$ cat src/rtl/efuse_rd_pkg.sv
package efuse_rd_pkg;
  // command word field positions
  localparam int CMD_RD_BIT    = 0;
  localparam int CMD_WR_BIT    = 1;
  localparam int CMD_PG_BIT    = 15;
  localparam int CMD_LEN_LSB   = 16;
  localparam int CMD_ADDR_LSB  = 21;
  // timing word field positions
  localparam int TIM_WSTB_LSB  = 0;
  localparam int TIM_WADJ_LSB  = 12;
  localparam int TIM_RSTB_LSB  = 16;
  localparam int TIM_RADJ_LSB  = 20;
  localparam int TIM_IRQ_BIT   = 31;
  // status bit
  localparam int STS_DONE_BIT  = 0;
  // register word indices
  localparam logic [3:0] WIDX_CMD   = 4'd0;
  localparam logic [3:0] WIDX_TIM   = 4'd1;
  localparam logic [3:0] WIDX_STS   = 4'd2;
  localparam logic [3:0] WIDX_DATA0 = 4'd3;

  typedef enum logic [1:0] {
    PH_IDLE   = 2'd0,
    PH_SETUP  = 2'd1,
    PH_STROBE = 2'd2
  } phase_t;
endpackage

$ cat src/rtl/efuse_phase_timer.sv
module efuse_phase_timer
  import efuse_rd_pkg::*;
#(
  parameter int TW = 4
) (
  input  logic          clk,
  input  logic          rst_n,
  input  logic          go,
  input  logic [TW-1:0] adj,
  input  logic [TW-1:0] stb,
  output logic          in_setup,
  output logic          in_strobe,
  output logic          last
);
  localparam int CW = TW + 2;

  phase_t        ph_q, ph_d;
  logic [CW-1:0] cnt_q, cnt_d;
  logic [CW-1:0] stb_end;

  assign stb_end   = CW'(stb) + CW'(3);
  assign in_setup  = (ph_q == PH_SETUP);
  assign in_strobe = (ph_q == PH_STROBE);
  assign last      = in_strobe && (cnt_q == stb_end);

  always_comb begin
    ph_d  = ph_q;
    cnt_d = cnt_q;
    unique case (ph_q)
      PH_IDLE: begin
        if (go) begin
          ph_d  = PH_SETUP;
          cnt_d = '0;
        end
      end
      PH_SETUP: begin
        if (cnt_q == CW'(adj)) begin
          ph_d  = PH_STROBE;
          cnt_d = '0;
        end else begin
          cnt_d = cnt_q + CW'(1);
        end
      end
      PH_STROBE: begin
        if (last) begin
          ph_d  = go ? PH_SETUP : PH_IDLE;
          cnt_d = '0;
        end else begin
          cnt_d = cnt_q + CW'(1);
        end
      end
      default: begin
        ph_d  = PH_IDLE;
        cnt_d = '0;
      end
    endcase
  end

  always_ff @(posedge clk or negedge rst_n) begin
    if (!rst_n) begin
      ph_q  <= PH_IDLE;
      cnt_q <= '0;
    end else begin
      ph_q  <= ph_d;
      cnt_q <= cnt_d;
    end
  end
endmodule

$ cat src/rtl/efuse_burst_seq.sv
module efuse_burst_seq #(
  parameter int AW = 10,
  parameter int LW = 5
) (
  input  logic          clk,
  input  logic          rst_n,
  input  logic          start,
  input  logic [AW-1:0] base,
  input  logic [LW-1:0] len,
  input  logic          last,
  output logic          busy,
  output logic          go,
  output logic          capture,
  output logic          done,
  output logic [LW-1:0] idx,
  output logic [AW-1:0] fuse_addr
);
  logic          busy_q, busy_d;
  logic [LW-1:0] idx_q, idx_d;
  logic          final_byte;

  assign final_byte = (idx_q == len);
  assign capture    = last && busy_q;
  assign done       = capture && final_byte;
  assign go         = start || (capture && !final_byte);
  assign busy       = busy_q;
  assign idx        = idx_q;
  assign fuse_addr  = base + AW'(idx_q);

  always_comb begin
    busy_d = busy_q;
    idx_d  = idx_q;
    if (start) begin
      busy_d = 1'b1;
      idx_d  = '0;
    end else if (done) begin
      busy_d = 1'b0;
    end else if (capture) begin
      idx_d  = idx_q + LW'(1);
    end
  end

  always_ff @(posedge clk or negedge rst_n) begin
    if (!rst_n) begin
      busy_q <= 1'b0;
      idx_q  <= '0;
    end else begin
      busy_q <= busy_d;
      idx_q  <= idx_d;
    end
  end
endmodule

$ cat src/rtl/efuse_data_buf.sv
module efuse_data_buf #(
  parameter int NB = 32,
  parameter int LW = 5
) (
  input  logic            clk,
  input  logic            rst_n,
  input  logic            clear,
  input  logic            capture,
  input  logic [LW-1:0]   idx,
  input  logic [7:0]      din,
  output logic [NB*8-1:0] flat
);
  for (genvar b = 0; b < NB; b++) begin : g_byte
    logic [7:0] byte_q, byte_d;
    logic       byte_en;

    assign byte_en = clear || (capture && (idx == LW'(b)));
    assign byte_d  = clear ? 8'h00 : din;

    always_ff @(posedge clk or negedge rst_n) begin
      if (!rst_n) begin
        byte_q <= 8'h00;
      end else if (byte_en) begin
        byte_q <= byte_d;
      end
    end

    assign flat[8*b +: 8] = byte_q;
  end
endmodule

$ cat src/rtl/efuse_rd_ctrl.sv
module efuse_rd_ctrl
  import efuse_rd_pkg::*;
#(
  parameter int FUSE_AW     = 10,
  parameter int BURST_BYTES = 32,
  parameter int TIM_W       = 4,
  parameter int WSTB_W      = 12,
  parameter int BUS_AW      = 6
) (
  input  logic               clk,
  input  logic               rst_n,
  input  logic               bus_we,
  input  logic [BUS_AW-1:0]  bus_addr,
  input  logic [31:0]        bus_wdata,
  output logic [31:0]        bus_rdata,
  output logic               fuse_en,
  output logic               fuse_strobe,
  output logic [FUSE_AW-1:0] fuse_addr,
  input  logic [7:0]         fuse_rdata,
  output logic               irq
);
  localparam int LEN_W = $clog2(BURST_BYTES);
  localparam int NW    = BURST_BYTES / 4;
  localparam int WSEL  = $clog2(NW);

  // reset: asserted asynchronously, released on the clock
  logic rst_meta_q, rst_n_sync;
  always_ff @(posedge clk or negedge rst_n) begin
    if (!rst_n) begin
      rst_meta_q <= 1'b0;
      rst_n_sync <= 1'b0;
    end else begin
      rst_meta_q <= 1'b1;
      rst_n_sync <= rst_meta_q;
    end
  end

  // register state
  logic [FUSE_AW-1:0] cmd_addr_q;
  logic [LEN_W-1:0]   cmd_len_q;
  logic               cmd_pg_q, cmd_wr_q;
  logic               tim_irq_q;
  logic [TIM_W-1:0]   tim_radj_q, tim_rstb_q, tim_wadj_q;
  logic [WSTB_W-1:0]  tim_wstb_q;
  logic [TIM_W-1:0]   run_adj_q, run_stb_q;
  logic               rd_done_q, rd_done_d;

  // bus decode
  logic [3:0] widx;
  logic       wr_cmd, wr_tim, wr_sts, cmd_take, start;
  logic       busy, go, capture, done, last, in_setup, in_strobe;
  logic [LEN_W-1:0] idx;

  assign widx     = 4'(bus_addr[BUS_AW-1:2]);
  assign wr_cmd   = bus_we && (widx == WIDX_CMD);
  assign wr_tim   = bus_we && (widx == WIDX_TIM);
  assign wr_sts   = bus_we && (widx == WIDX_STS);
  assign cmd_take = wr_cmd && !busy;
  assign start    = cmd_take && bus_wdata[CMD_RD_BIT]
                    && !bus_wdata[CMD_WR_BIT] && !bus_wdata[CMD_PG_BIT];

  always_comb begin
    rd_done_d = rd_done_q;
    if (start)
      rd_done_d = 1'b0;
    else if (done)
      rd_done_d = 1'b1;
    else if (wr_sts && bus_wdata[STS_DONE_BIT])
      rd_done_d = 1'b0;
  end

  always_ff @(posedge clk or negedge rst_n_sync) begin
    if (!rst_n_sync) begin
      cmd_addr_q <= '0;
      cmd_len_q  <= '0;
      cmd_pg_q   <= 1'b0;
      cmd_wr_q   <= 1'b0;
    end else if (cmd_take) begin
      cmd_addr_q <= bus_wdata[CMD_ADDR_LSB +: FUSE_AW];
      cmd_len_q  <= bus_wdata[CMD_LEN_LSB +: LEN_W];
      cmd_pg_q   <= bus_wdata[CMD_PG_BIT];
      cmd_wr_q   <= bus_wdata[CMD_WR_BIT];
    end
  end

  always_ff @(posedge clk or negedge rst_n_sync) begin
    if (!rst_n_sync) begin
      tim_irq_q  <= 1'b0;
      tim_radj_q <= '0;
      tim_rstb_q <= '0;
      tim_wadj_q <= '0;
      tim_wstb_q <= '0;
    end else if (wr_tim) begin
      tim_irq_q  <= bus_wdata[TIM_IRQ_BIT];
      tim_radj_q <= bus_wdata[TIM_RADJ_LSB +: TIM_W];
      tim_rstb_q <= bus_wdata[TIM_RSTB_LSB +: TIM_W];
      tim_wadj_q <= bus_wdata[TIM_WADJ_LSB +: TIM_W];
      tim_wstb_q <= bus_wdata[TIM_WSTB_LSB +: WSTB_W];
    end
  end

  // timing counts are frozen for the duration of a burst
  always_ff @(posedge clk or negedge rst_n_sync) begin
    if (!rst_n_sync) begin
      run_adj_q <= '0;
      run_stb_q <= '0;
    end else if (start) begin
      run_adj_q <= tim_radj_q;
      run_stb_q <= tim_rstb_q;
    end
  end

  always_ff @(posedge clk or negedge rst_n_sync) begin
    if (!rst_n_sync)
      rd_done_q <= 1'b0;
    else
      rd_done_q <= rd_done_d;
  end

  efuse_phase_timer #(.TW(TIM_W)) u_timer (
    .clk       (clk),
    .rst_n     (rst_n_sync),
    .go        (go),
    .adj       (run_adj_q),
    .stb       (run_stb_q),
    .in_setup  (in_setup),
    .in_strobe (in_strobe),
    .last      (last)
  );

  efuse_burst_seq #(.AW(FUSE_AW), .LW(LEN_W)) u_seq (
    .clk       (clk),
    .rst_n     (rst_n_sync),
    .start     (start),
    .base      (cmd_addr_q),
    .len       (cmd_len_q),
    .last      (last),
    .busy      (busy),
    .go        (go),
    .capture   (capture),
    .done      (done),
    .idx       (idx),
    .fuse_addr (fuse_addr)
  );

  logic [NW-1:0][31:0] data_words;

  efuse_data_buf #(.NB(BURST_BYTES), .LW(LEN_W)) u_buf (
    .clk     (clk),
    .rst_n   (rst_n_sync),
    .clear   (start),
    .capture (capture),
    .idx     (idx),
    .din     (fuse_rdata),
    .flat    (data_words)
  );

  assign fuse_en     = in_setup || in_strobe;
  assign fuse_strobe = in_strobe;
  assign irq         = rd_done_q && tim_irq_q;

  // read mux
  logic [3:0] dw;
  assign dw = widx - WIDX_DATA0;

  always_comb begin
    bus_rdata = '0;
    if (widx == WIDX_CMD) begin
      bus_rdata[CMD_ADDR_LSB +: FUSE_AW] = cmd_addr_q;
      bus_rdata[CMD_LEN_LSB +: LEN_W]    = cmd_len_q;
      bus_rdata[CMD_PG_BIT]              = cmd_pg_q;
      bus_rdata[CMD_WR_BIT]              = cmd_wr_q;
      bus_rdata[CMD_RD_BIT]              = busy;
    end else if (widx == WIDX_TIM) begin
      bus_rdata[TIM_IRQ_BIT]              = tim_irq_q;
      bus_rdata[TIM_RADJ_LSB +: TIM_W]    = tim_radj_q;
      bus_rdata[TIM_RSTB_LSB +: TIM_W]    = tim_rstb_q;
      bus_rdata[TIM_WADJ_LSB +: TIM_W]    = tim_wadj_q;
      bus_rdata[TIM_WSTB_LSB +: WSTB_W]   = tim_wstb_q;
    end else if (widx == WIDX_STS) begin
      bus_rdata[STS_DONE_BIT] = rd_done_q;
    end else if ((widx >= WIDX_DATA0) && (32'(widx) < 32'(WIDX_DATA0) + NW)) begin
      bus_rdata = data_words[dw[WSEL-1:0]];
    end
  end
endmodule

$ cat config.mk
export PLATFORM = sky130hd
export DESIGN_NAME = efuse_rd_ctrl
export DESIGN_NICKNAME = d
export VERILOG_FILES = /design/src/rtl/efuse_rd_pkg.sv /design/src/rtl/efuse_phase_timer.sv /design/src/rtl/efuse_burst_seq.sv /design/src/rtl/efuse_data_buf.sv /design/src/rtl/efuse_rd_ctrl.sv
export SDC_FILE = /design/constraint.sdc
export NUM_CORES = 1
export LEC_CHECK = 0
export BUFFER_PORTS_ARGS = -buffer_cell sky130_fd_sc_hd__buf_2
export CAP_MARGIN = 20
export CORE_MARGIN = 2
export CORE_UTILIZATION = 60
export DETAILED_ROUTE_END_ITERATION = 16
export PLACE_DENSITY = 0.75
export SLEW_MARGIN = 20
export SYNTH_ARGS = -nofsm -noshare
export SYNTH_HDL_FRONTEND = slang
export SYNTH_HIERARCHICAL = 1
export SYNTH_SLANG_ARGS = --single-unit
$ cat constraint.sdc
create_clock -name clk -period 12.7 [get_ports clk]
set_input_delay 2.54 -clock clk [delete_from_list [all_inputs] [get_ports clk]]
set_output_delay 2.54 -clock clk [all_outputs]
set_load 0.05 [all_outputs]
==> out/metrics.cfg, run 1 <==
[logic_synthesis]
synth_nets = 1530
seq_area_frac_synth_pct = 47.03
synthCells = 1464
synthFlopType = dfrtp_1
synth_top_family_by_area = multiplexers
synth_adder_area_share_pct = 1.281
synth_xor_area_share_pct = 1.216
yosys-mux-area-fraction_pct = 26.08
ys_ff_latch = 323
synth-simple-area-share_pct = 14.15
async_reset_ff_share_pct = 100.0
synth_compound_area_share_pct = 6.968
syn_area_um2 = 17190
avgSynthCellArea_um2 = 11.74
ys_types = 68
yosysWarningCount = 6
synth_edf_count = 0

[global_routing]
grt_pass1_wl_um = 67160
globalRouteOverflowTotal = 0
grt_usage_pct = 28.07
grt_pass1_vias = 11734
grt_start_max_net_pins = 122
antenna_found_initial = 1

[clocking]
cts_tree = built
root_buffer = clkbuf_16
htree_levels = 2
clk_pin_slew_ns = 0.06
cts_sinks = 323
worst_skew_pair.late_latency_ns = 0.52
cts_made_buffers = 36
cts_setup_buffers = 0
cts_buffer_depth = 3
cts-resized-gates = 0
hold_buffers = 0

[sta]
hold_viol = 0
setup-violations-final = 0
slew_headroom_pct = 35.09
period_minus_slack_ns = 8.351
slew_violations = 0
hold_ws_ns = 0.3487
worst_pin_slew_ns = 0.9737
clock_skew_ns = 0.01526
rsz0062_at_grt = false
post-route-period-util_pct = 65.76
fin_tns_setup_ns = 0
fmax_mhz = 119.7

[place]
placedCellCount = 1847
gp_congestion = 0.8353
place_hpwl_um = 25740
io_buffers = 91

[route]
drtIter0Drc = 901
wirelength_um = 41800
vias = 11508
drc = 0
via_per_inst = 6.019
route.antenna.remaining_nets = 0
routedWlPerCell_um = 21.86
drt_pass1_iterations = 5

[die]
dieArea_um2 = 30010
die_h_um = 173.2
die_w_um = 173.2
coreArea_um2 = 28010
io_pins = 94
std_cell_rows = 61
initial_core_util_pct = 61.35

[finish]
fin_cells = 1912
nets = 1573
drive_gt1_share_pct = 18.46
syn2layout_area_growth_pct = 10.67
postLayoutCoreUtil_pct = 67.90
n_fill_cell = 2154

[power_and_ir_drop]
p_per_area_nw_per_um2 = 152.7
leakagePower_nw = 10.24
peakVddDrop_mv = 0.1017

[outcome]
status = complete, no violations

[job]
cap_viol_max_count = 0

[min_path]
hold_class = reg -> reg

[setup_path]
worstPathRequired_ns = 10.16
startpoint_type = input pin
crit_type = in -> out
crit_path_end_kind = output port
arrival_ns = 5.81
crit_fanout = 45

power breakdown:
group | total [mW] | internal (mW) | switching (mW)
clock network | 1.05 | 0.632 | 0.416
registers | 1.25 | 1.15 | 0.0957
logic | 0.611 | 0.229 | 0.382
layout make-up:
type                    count  area [µm²]  area share [%]
clock inverters            13       147.6          0.7763
flip-flops and latches    323        8087           42.52
diodes                      1       2.502         0.01316
well taps                 378       473.0           2.487
multi-input cells        1016        8577           45.10
clock buffers              51        1039           5.460
inverters                  16       62.56          0.3289
repair buffers            114       631.9           3.322
synthesized netlist by cell type, types with 5 or more instances:
cell,n,area (µm²)
mux2i_1,387,3874
dfrtp_1,323,8083
nand2b_1,269,1683
clkbuf_1,55,206.5
a22oi_1,54,405.4
buf_2,47,235.2
mux2_2,42,473.0
nand2_2,31,193.9
a32o_1,22,220.2
a22o_1,21,183.9
ha_1,16,200.2
inv_1,16,60.06
nor2_1,14,52.55
xnor2_1,14,122.6
nand2_1,13,48.80
o21ai_0,11,55.05
o31ai_1,10,75.07
a21oi_1,9,45.04
mux2_4,9,135.1
xor2_1,8,70.07
and2_1,6,37.54
nor3b_1,6,45.04
nand3_1,5,25.02
nor2b_1,5,31.28
cell families after synthesis:
logic type / Yosys count
AO/OA/AOI/OAI: 152
XOR/XNOR: 23
adder cells (fa/ha/maj): 17
buffers and inverters: 125
flip-flops: 323
multiplexers: 438
other: 1
AND/OR/NAND/NOR: 385
layer usage:
layer	track usage, %	vias up	part of all wire [%]
li1	-	5244	-
met1	41.63	5896	47
met2	43.55	307	46
met3	4.276	61	4.9
met4	6.992	0	1.8
met5	0	-	0
worst paths after layout:
path	startpoint	slack, ns	end	cells past startpoint
max in group asynchronous	rst_n_sync	10.15	u_buf/g_byte[9].byte_q[2]	2
max	bus_addr[2]	4.35	bus_rdata[21]	8
min in group asynchronous	rst_n_sync	0.38	u_buf/g_byte[22].byte_q[2]	0
min reg2reg	rst_meta_q	0.35	rst_n_sync	0
max reg2reg	u_seq/busy	8.73	u_buf/g_byte[30].byte_q[1]	7
min	rst_meta_q	0.35	rst_n_sync	0
registers in the layout (all words and copies together) (netlist names), 4 cells and up:
| name | count |
|---|---|
| u_seq/idx | 5 |
| u_timer/cnt_q | 6 |
| cmd_len_q | 5 |
| tim_radj_q | 4 |
| tim_wadj_q | 4 |
| tim_wstb_q | 12 |
| run_stb_q | 4 |
| u_buf/g_byte.byte_q | 256 |
| cmd_addr_q | 10 |
| run_adj_q | 4 |
| tim_rstb_q | 4 |
metrics by stage:
stage / setup slack, ns / power (mW) / cell area (µm²)
2_1_floorplan: 3.031 / 1.724 / 17190
5_1_grt: 4.219 / 3.035 / 19020
4_1_cts: 4.393 / 2.924 / 19010
3_5_place_dp: 4.399 / 1.866 / 17830
6_report: 4.349 / 2.904 / 19020
3_3_place_gp: 4.462 / 1.847 / 17830
critical path: stages:
cell,delay (ns)
buf_2,0.15
inv_1,0.13
ha_4,0.81
buf_4,0.78
mux2i_1,0.16
a22o_1,0.30
o31ai_1,0.51
buf_2,0.37
layout by cell type, fill, tap and decap left out, types with 4 or more instances in the layout:
| master | count |
|---|---|
| nor2_1 | 12 |
| inv_1 | 15 |
| ha_1 | 15 |
| buf_4 | 22 |
| nand3_1 | 5 |
| nand4_1 | 4 |
| buf_2 | 91 |
| clkbuf_16 | 37 |
| nor3b_1 | 6 |
| nor2_2 | 4 |
| dfrtp_1 | 322 |
| o21ai_0 | 10 |
| xnor2_1 | 14 |
| o31ai_1 | 10 |
| and2_1 | 6 |
| mux2i_1 | 387 |
| nand2_1 | 13 |
| clkbuf_1 | 8 |
| clkinv_2 | 8 |
| a22o_1 | 21 |
| xor2_1 | 8 |
| mux2_4 | 9 |
| nor2b_1 | 5 |
| nand2_2 | 31 |
| mux2_2 | 42 |
| a21oi_1 | 9 |
| nand2b_1 | 267 |
| a32o_1 | 22 |
| a22oi_1 | 54 |
| clkbuf_8 | 6 |
Note: power is estimated with default switching activity, not from simulation.
==> run 2, diff against run 1 <==
--- a/config.mk
+++ b/config.mk
@@ -5,12 +5,13 @@
 export SDC_FILE = /design/constraint.sdc
 export NUM_CORES = 1
 export LEC_CHECK = 0
+export ABC_AREA = 1
 export BUFFER_PORTS_ARGS = -buffer_cell sky130_fd_sc_hd__buf_2
 export CAP_MARGIN = 20
 export CORE_MARGIN = 2
-export CORE_UTILIZATION = 60
+export CORE_UTILIZATION = 56
 export DETAILED_ROUTE_END_ITERATION = 16
-export PLACE_DENSITY = 0.75
+export PLACE_DENSITY = 0.73
 export SLEW_MARGIN = 20
 export SYNTH_ARGS = -nofsm -noshare
 export SYNTH_HDL_FRONTEND = slang
==> constraint.sdc (replaced) <==
create_clock -name clk -period 6.89 [get_ports clk]
set_input_delay 1.378 -clock clk [delete_from_list [all_inputs] [get_ports clk]]
set_output_delay 1.378 -clock clk [all_outputs]
set_load 0.05 [all_outputs]
==> run 2 against run 1 <==
Compared with the run above:
- design area increased by 1.1%
- die area rose by 8.7%
- non-clock buffer count unchanged
- highest routed layer is now met5
- sequential share of layout area decreased by 0.45 points
==> out/metrics.cfg, run 2 <==
[route]
drtIter0Drc = 1663
vias = 15846
wirelength_um = 49420
routedWlPerCell_um = 17.67
drc = 0
route.antenna.remaining_nets = 0
via_per_inst = 5.665
drt_pass1_iterations = 8

[sta]
worst_slack_ns = 1.426
period_minus_slack_ns = 5.464
clock_skew_ns = 0.01122
slew_headroom_pct = 30.55
fmax_mhz = 183.0
hold_viol = 0
setup-violations-final = 0
worst_pin_slew_ns = 1.042
slew_violations = 0
post-route-period-util_pct = 79.30
fin_tns_setup_ns = 0
rsz0062_at_grt = false

[finish]
syn2layout_area_growth_pct = 10.06
layout_common_cells = 822 x nand2_1, 394 x nand3_1, 322 x dfrtp_1
largest_reg_flops = 256
n_antenna_cell = 0
reg_top3 = u_buf/g_byte.byte_q: 256 flops, tim_wstb_q: 12 flops, cmd_addr_q: 10 flops
nets = 2441
largest_register = u_buf/g_byte.byte_q
drive_gt1_share_pct = 14.79
final_common_cell = nand2_1
fin_cells = 2797

[logic_synthesis]
synth_xor_area_share_pct = 0.8596
ys_types = 38
synthCells = 2348
syn_area_um2 = 17470
synth.area.top_cells = dfrtp_1 46%, nand2_1 18%, nand3_1 11%
synth_compound_area_share_pct = 3.238
yosysWarningCount = 6
synth_top_family_by_area = simple AND/OR/NAND/NOR gates
synth_adder_area_share_pct = 1.261
ys_ff_latch = 323
yosysTopAreaCell = dfrtp_1
avgSynthCellArea_um2 = 7.439
yosys-mux-area-fraction_pct = 1.526
synth-simple-area-share_pct = 40.59
synth_top_area_share_pct = 46.28
synth_commonest_cells = 822 x nand2_1, 394 x nand3_1, 323 x dfrtp_1, 250 x nor2_1, 95 x inv_1
synth_most_common_cell = nand2_1
synthFlopType = dfrtp_1
synth_nets = 2414
async_reset_ff_share_pct = 100.0
synth_edf_count = 0
seq_area_frac_synth_pct = 46.28

[place]
io_buffers = 91
dpl_worst_slack_ns = 1.497
gp_congestion = 0.8745
placedCellCount = 2733
place_hpwl_um = 30440

[setup_path]
arrival_ns = 4.09
crit_fanout = 69
crit_family = buffers and inverters
rr_worst_depth = 15
path_buf_inv = 5
cpMostUsedCell = buf_4
crit_path_end_kind = output port
crit_type = in -> out
cp_num_cells = 10
crit_chain = buf_4, inv_2, buf_4, buf_4, or2_2, nand2_1, nand3_1, nand3_1, a21oi_1, buf_2
critPathMaxStageDelay_ns = 0.67
slowest_stage = buf_4
startpoint_type = input pin
worstPathRequired_ns = 5.51

[power_and_ir_drop]
seq_power_share_pct = 44.9
internal_power_mw = 3.193
peakVddDrop_mv = 0.1830
p_sw_mw = 1.175
leakagePower_nw = 10.52
clkPwrFrac_pct = 43.6
p_sw_share_pct = 26.90
p_per_area_nw_per_um2 = 227.2
share_comb_of_total_power_pct = 11.5

[clocking]
cts-resized-gates = 0
root_buffer = clkbuf_16
cts_tree = built
cts_buffer_depth = 3
htree_levels = 2
worst_skew_pair.late_latency_ns = 0.52
cts_setup_buffers = 0
cts_made_buffers = 36
clk_pin_slew_ns = 0.06
hold_buffers = 0
cts_sinks = 323

[global_routing]
grt_start_max_net_pins = 178
grt_pass1_vias = 14921
grt_pass1_wl_um = 80330
grt_usage_pct = 30.27
antenna_found_initial = 1
globalRouteOverflowTotal = 0

[die]
coreArea_um2 = 30670
dieArea_um2 = 32620
die_w_um = 180.6
initial_core_util_pct = 56.95
io_pins = 94
die_h_um = 180.6
std_cell_rows = 64

[job]
cap_viol_max_count = 0

[min_path]
hold_class = reg -> reg
hold_depth = 0

[outcome]
status = complete, no violations

## run 2: cell count changes after synthesis, sizes merged, moves of 67 or more
cell | previous run | this run
nand2 | 44 | 836
nand3 | 6 | 410
mux2i | 387 | 0
nand2b | 269 | 0
nor2 | 17 | 271
inv | 16 | 122
or2 | 3 | 70
## run 2: routing by layer
metal | part of all wire [%] | track usage, % | wire length [µm]
met5 | 0.018 | 0.5926 | 9
met4 | 2.9 | 9.290 | 1450
met3 | 8.0 | 4.810 | 3969
met2 | 47 | 48.35 | 23020
met1 | 42 | 42.62 | 20970
## run 2: layout make-up
type                    instances  area, µm²
inverters                     127      495.5
well taps                     396      495.5
multi-input cells            1773       8327
flip-flops and latches        323       8087
repair buffers                114      663.1
clock inverters                14      122.6
fillers                      2741      11440
clock buffers                  50       1035
## run 2: worst reg2reg max path, delay by kind of cell (launching register included)
| family | cells | cell delay [ns] |
|---|---|---|
| fa+ha+maj | 1 | 0.30 |
| xor+xnor | 1 | 0.17 |
| flops | 1 | 0.41 |
| simple gates | 9 | 1.88 |
| buf+inv | 4 | 0.70 |
## run 2: power groups by stage
stage,clock network [mW],registers (mW),logic [mW]
2_1_floorplan,0,2.01,0.336
3_3_place_gp,0,1.99,0.493
3_5_place_dp,0,2.00,0.499
4_1_cts,1.92,1.96,0.501
5_1_grt,2.01,1.97,0.546
6_report,1.90,1.96,0.504
## run 2: worst paths after layout
check,from,end,slack (ns)
max,bus_addr[2],bus_rdata[1],1.43
min,rst_meta_q,rst_n_sync,0.35
max reg2reg,run_stb_q[0],u_buf/g_byte[5].byte_q[6],3.38
min reg2reg,rst_meta_q,rst_n_sync,0.35
max in group asynchronous,rst_n_sync,u_buf/g_byte[15].byte_q[0],4.87
min in group asynchronous,rst_n_sync,u_buf/g_byte[21].byte_q[4],0.46
## run 2: through the flow
stage / instance area, µm² / util [%] / hold slack [ns] / total power, mW
finish: 19220 / 62.68 / 0.3486 / 4.368
global route: 19220 / 62.68 / 0.3597 / 4.523
CTS: 19220 / 62.68 / 0.3510 / 4.385
detailed placement: 18070 / 58.91 / 0.3405 / 2.495
global placement: 18040 / 58.82 / 0.3380 / 2.487
floorplan: 17470 / - / 0.3311 / 2.344
## run 2: cell families after synthesis
| family | Yosys count |
|---|---|
| compound gates | 113 |
| flops | 323 |
| mux | 21 |
| simple gates | 1606 |
| fa+ha+maj | 17 |
| xor+xnor | 15 |
| buf+inv | 252 |
| other cells | 1 |
==> run 3, diff against run 2 <==
==> constraint.sdc (replaced) <==
create_clock -name clk -period 4.9 [get_ports clk]
set_input_delay 0.98 -clock clk [delete_from_list [all_inputs] [get_ports clk]]
set_output_delay 0.98 -clock clk [all_outputs]
set_load 0.05 [all_outputs]
==> run 3 against run 2 <==
Compared with the run above:
- clock skew about the same
- sequential share of layout area is 0.20 points lower
- non-clock buffer count rose by 8
- global-route usage rose by 0.64 points
- register-to-register slack got worse by 1.8 ns
- setup slack worse by 0.72 ns
- count of clock-buffer cells in the layout up 4
- combinational power increased by 44%
- power up 41%
- utilization is 0.30 points higher
- critical endpoint is now bus_rdata[30]
- largest cell class unchanged
==> out/metrics.cfg, run 3 (synthesis gave the netlist of run 2 again) <==
[outcome]
status = complete, no violations

[die]
initial_core_util_pct = 56.95
die_w_um = 180.6
coreArea_um2 = 30670
std_cell_rows = 64
io_pins = 94
die_h_um = 180.6
dieArea_um2 = 32620

[power_and_ir_drop]
p_per_area_nw_per_um2 = 318.2
peakVddDrop_mv = 0.2624
leakagePower_nw = 10.56
power_mw = 6.146

[sta]
slew_violations = 0
fin_tns_setup_ns = 0
fmax_mhz = 238.7
rsz0062_at_grt = false
worst_slack_ns = 0.7103
clock_skew_ns = 0.01164
hold_viol = 0
post-route-period-util_pct = 85.50
worst_pin_slew_ns = 0.9663
period_minus_slack_ns = 4.190
slew_headroom_pct = 35.51
setup-violations-final = 0

[global_routing]
top_usage_layer = met2
grt_util_met3_pct = 4.103
grt_pass1_wl_um = 81630
grt_usage_pct = 30.91
globalRouteOverflowTotal = 0
gr-usage-met2_pct = 50.35
antenna_found_initial = 0
grt_start_max_net_pins = 150
grt_pass1_vias = 15204
met1_usage_pct = 42.95

[setup_path]
critPathMaxStageDelay_ns = 0.33
worstPathRequired_ns = 3.92
arrival_ns = 3.21
crit_path_end_kind = output port
slowest_stage = nor2_4
cpMostUsedCell = nand2_1
crit_type = in -> out
crit_chain = buf_4, ha_1, o21ai_0, nand2_1, nor2_4, buf_4, nand2_1, inv_2, nand2_1, o21ai_1, buf_2
startpoint_type = input pin
crit_fanout = 11

[route]
drt_pass1_iterations = 5
via_per_inst = 5.683
routedWlPerCell_um = 17.97
wirelength_um = 50380
drtIter0Drc = 1537
drc = 0
route.antenna.remaining_nets = 0
vias = 15929

[clocking]
cts_made_buffers = 37
cts_buffer_depth = 3
cts_setup_buffers = 0
cts-resized-gates = 0
htree_levels = 2
worst_skew_pair.late_latency_ns = 0.52
clk_pin_slew_ns = 0.05
root_buffer = clkbuf_16
cts_tree = built
hold_buffers = 0
cts_sinks = 323

[finish]
largest_register = u_buf/g_byte.byte_q
n_antenna_cell = 0
final_common_cell = nand2_1
largest_reg_flops = 256
fin_cells = 2803
layout_common_cells = 822 x nand2_1, 394 x nand3_1, 322 x dfrtp_1
postLayoutCoreUtil_pct = 62.98
nets = 2450
syn2layout_area_growth_pct = 10.59
n_fill_cell = 2780
reg_top3 = u_buf/g_byte.byte_q: 256 flops, tim_wstb_q: 12 flops, cmd_addr_q: 10 flops
drive_gt1_share_pct = 14.91

[place]
place_hpwl_um = 30790
dpl_worst_slack_ns = 0.5989
io_buffers = 91
gp_congestion = 0.8455
placedCellCount = 2740

[min_path]
hold_class = in -> async

[job]
cap_viol_max_count = 0

-- run 3: critical path: cells and delay by family --
family / cells / cell delay, ns
adder cells (fa/ha/maj): 1 / 0.27
AND/OR/NAND/NOR: 4 / 0.70
buffers and inverters: 4 / 0.88
AO/OA/AOI/OAI: 2 / 0.36
-- run 3: stage by stage --
step	hold slack, ns	instance area (µm²)
global placement	0.3179	18150
detailed placement	0.3171	18150
global route	0.2319	19320
finish	0.2416	19320
floorplan	0.3312	17470
CTS	0.2303	19290
-- run 3: per-layer routing --
metal / part of all wire (%) / vias up
li1: - / 7533
met1: 42 / 7640
met2: 47 / 642
met3: 7.3 / 114
met4: 3.2 / 0
met5: 0 / -
-- run 3: path summary, 6_finish.rpt --
path	start	end	slack [ns]	cells past startpoint
setup / recovery	bus_addr[2]	bus_rdata[30]	0.71	11
max in group asynchronous	rst_n_sync	cmd_addr_q[7]	3.56	1
hold reg to reg	rst_n_sync	tim_wstb_q[9]	0.31	0
hold / removal	rst_n	rst_n_sync	0.24	1
min in group clk	rst_meta_q	rst_n_sync	0.35	0
setup reg to reg	run_stb_q[0]	u_buf/g_byte[6].byte_q[2]	1.61	16
-- run 3: area by class of cell --
cell class / instances / area [µm²] / area share [%]
clock inverters: 8 / 68.82 / 0.3563
clock buffers: 54 / 1070 / 5.538
flip-flops and latches: 323 / 8087 / 41.86
well taps: 396 / 495.5 / 2.565
repair buffers: 122 / 773.2 / 4.003
multi-input cells: 1773 / 8327 / 43.11
inverters: 127 / 495.5 / 2.565
-- run 3: report_power, final --
part           switching [mW]  total, mW  internal [mW]
clock                    1.11       2.67           1.56
combinational           0.520      0.725          0.205
sequential             0.0377       2.75           2.72
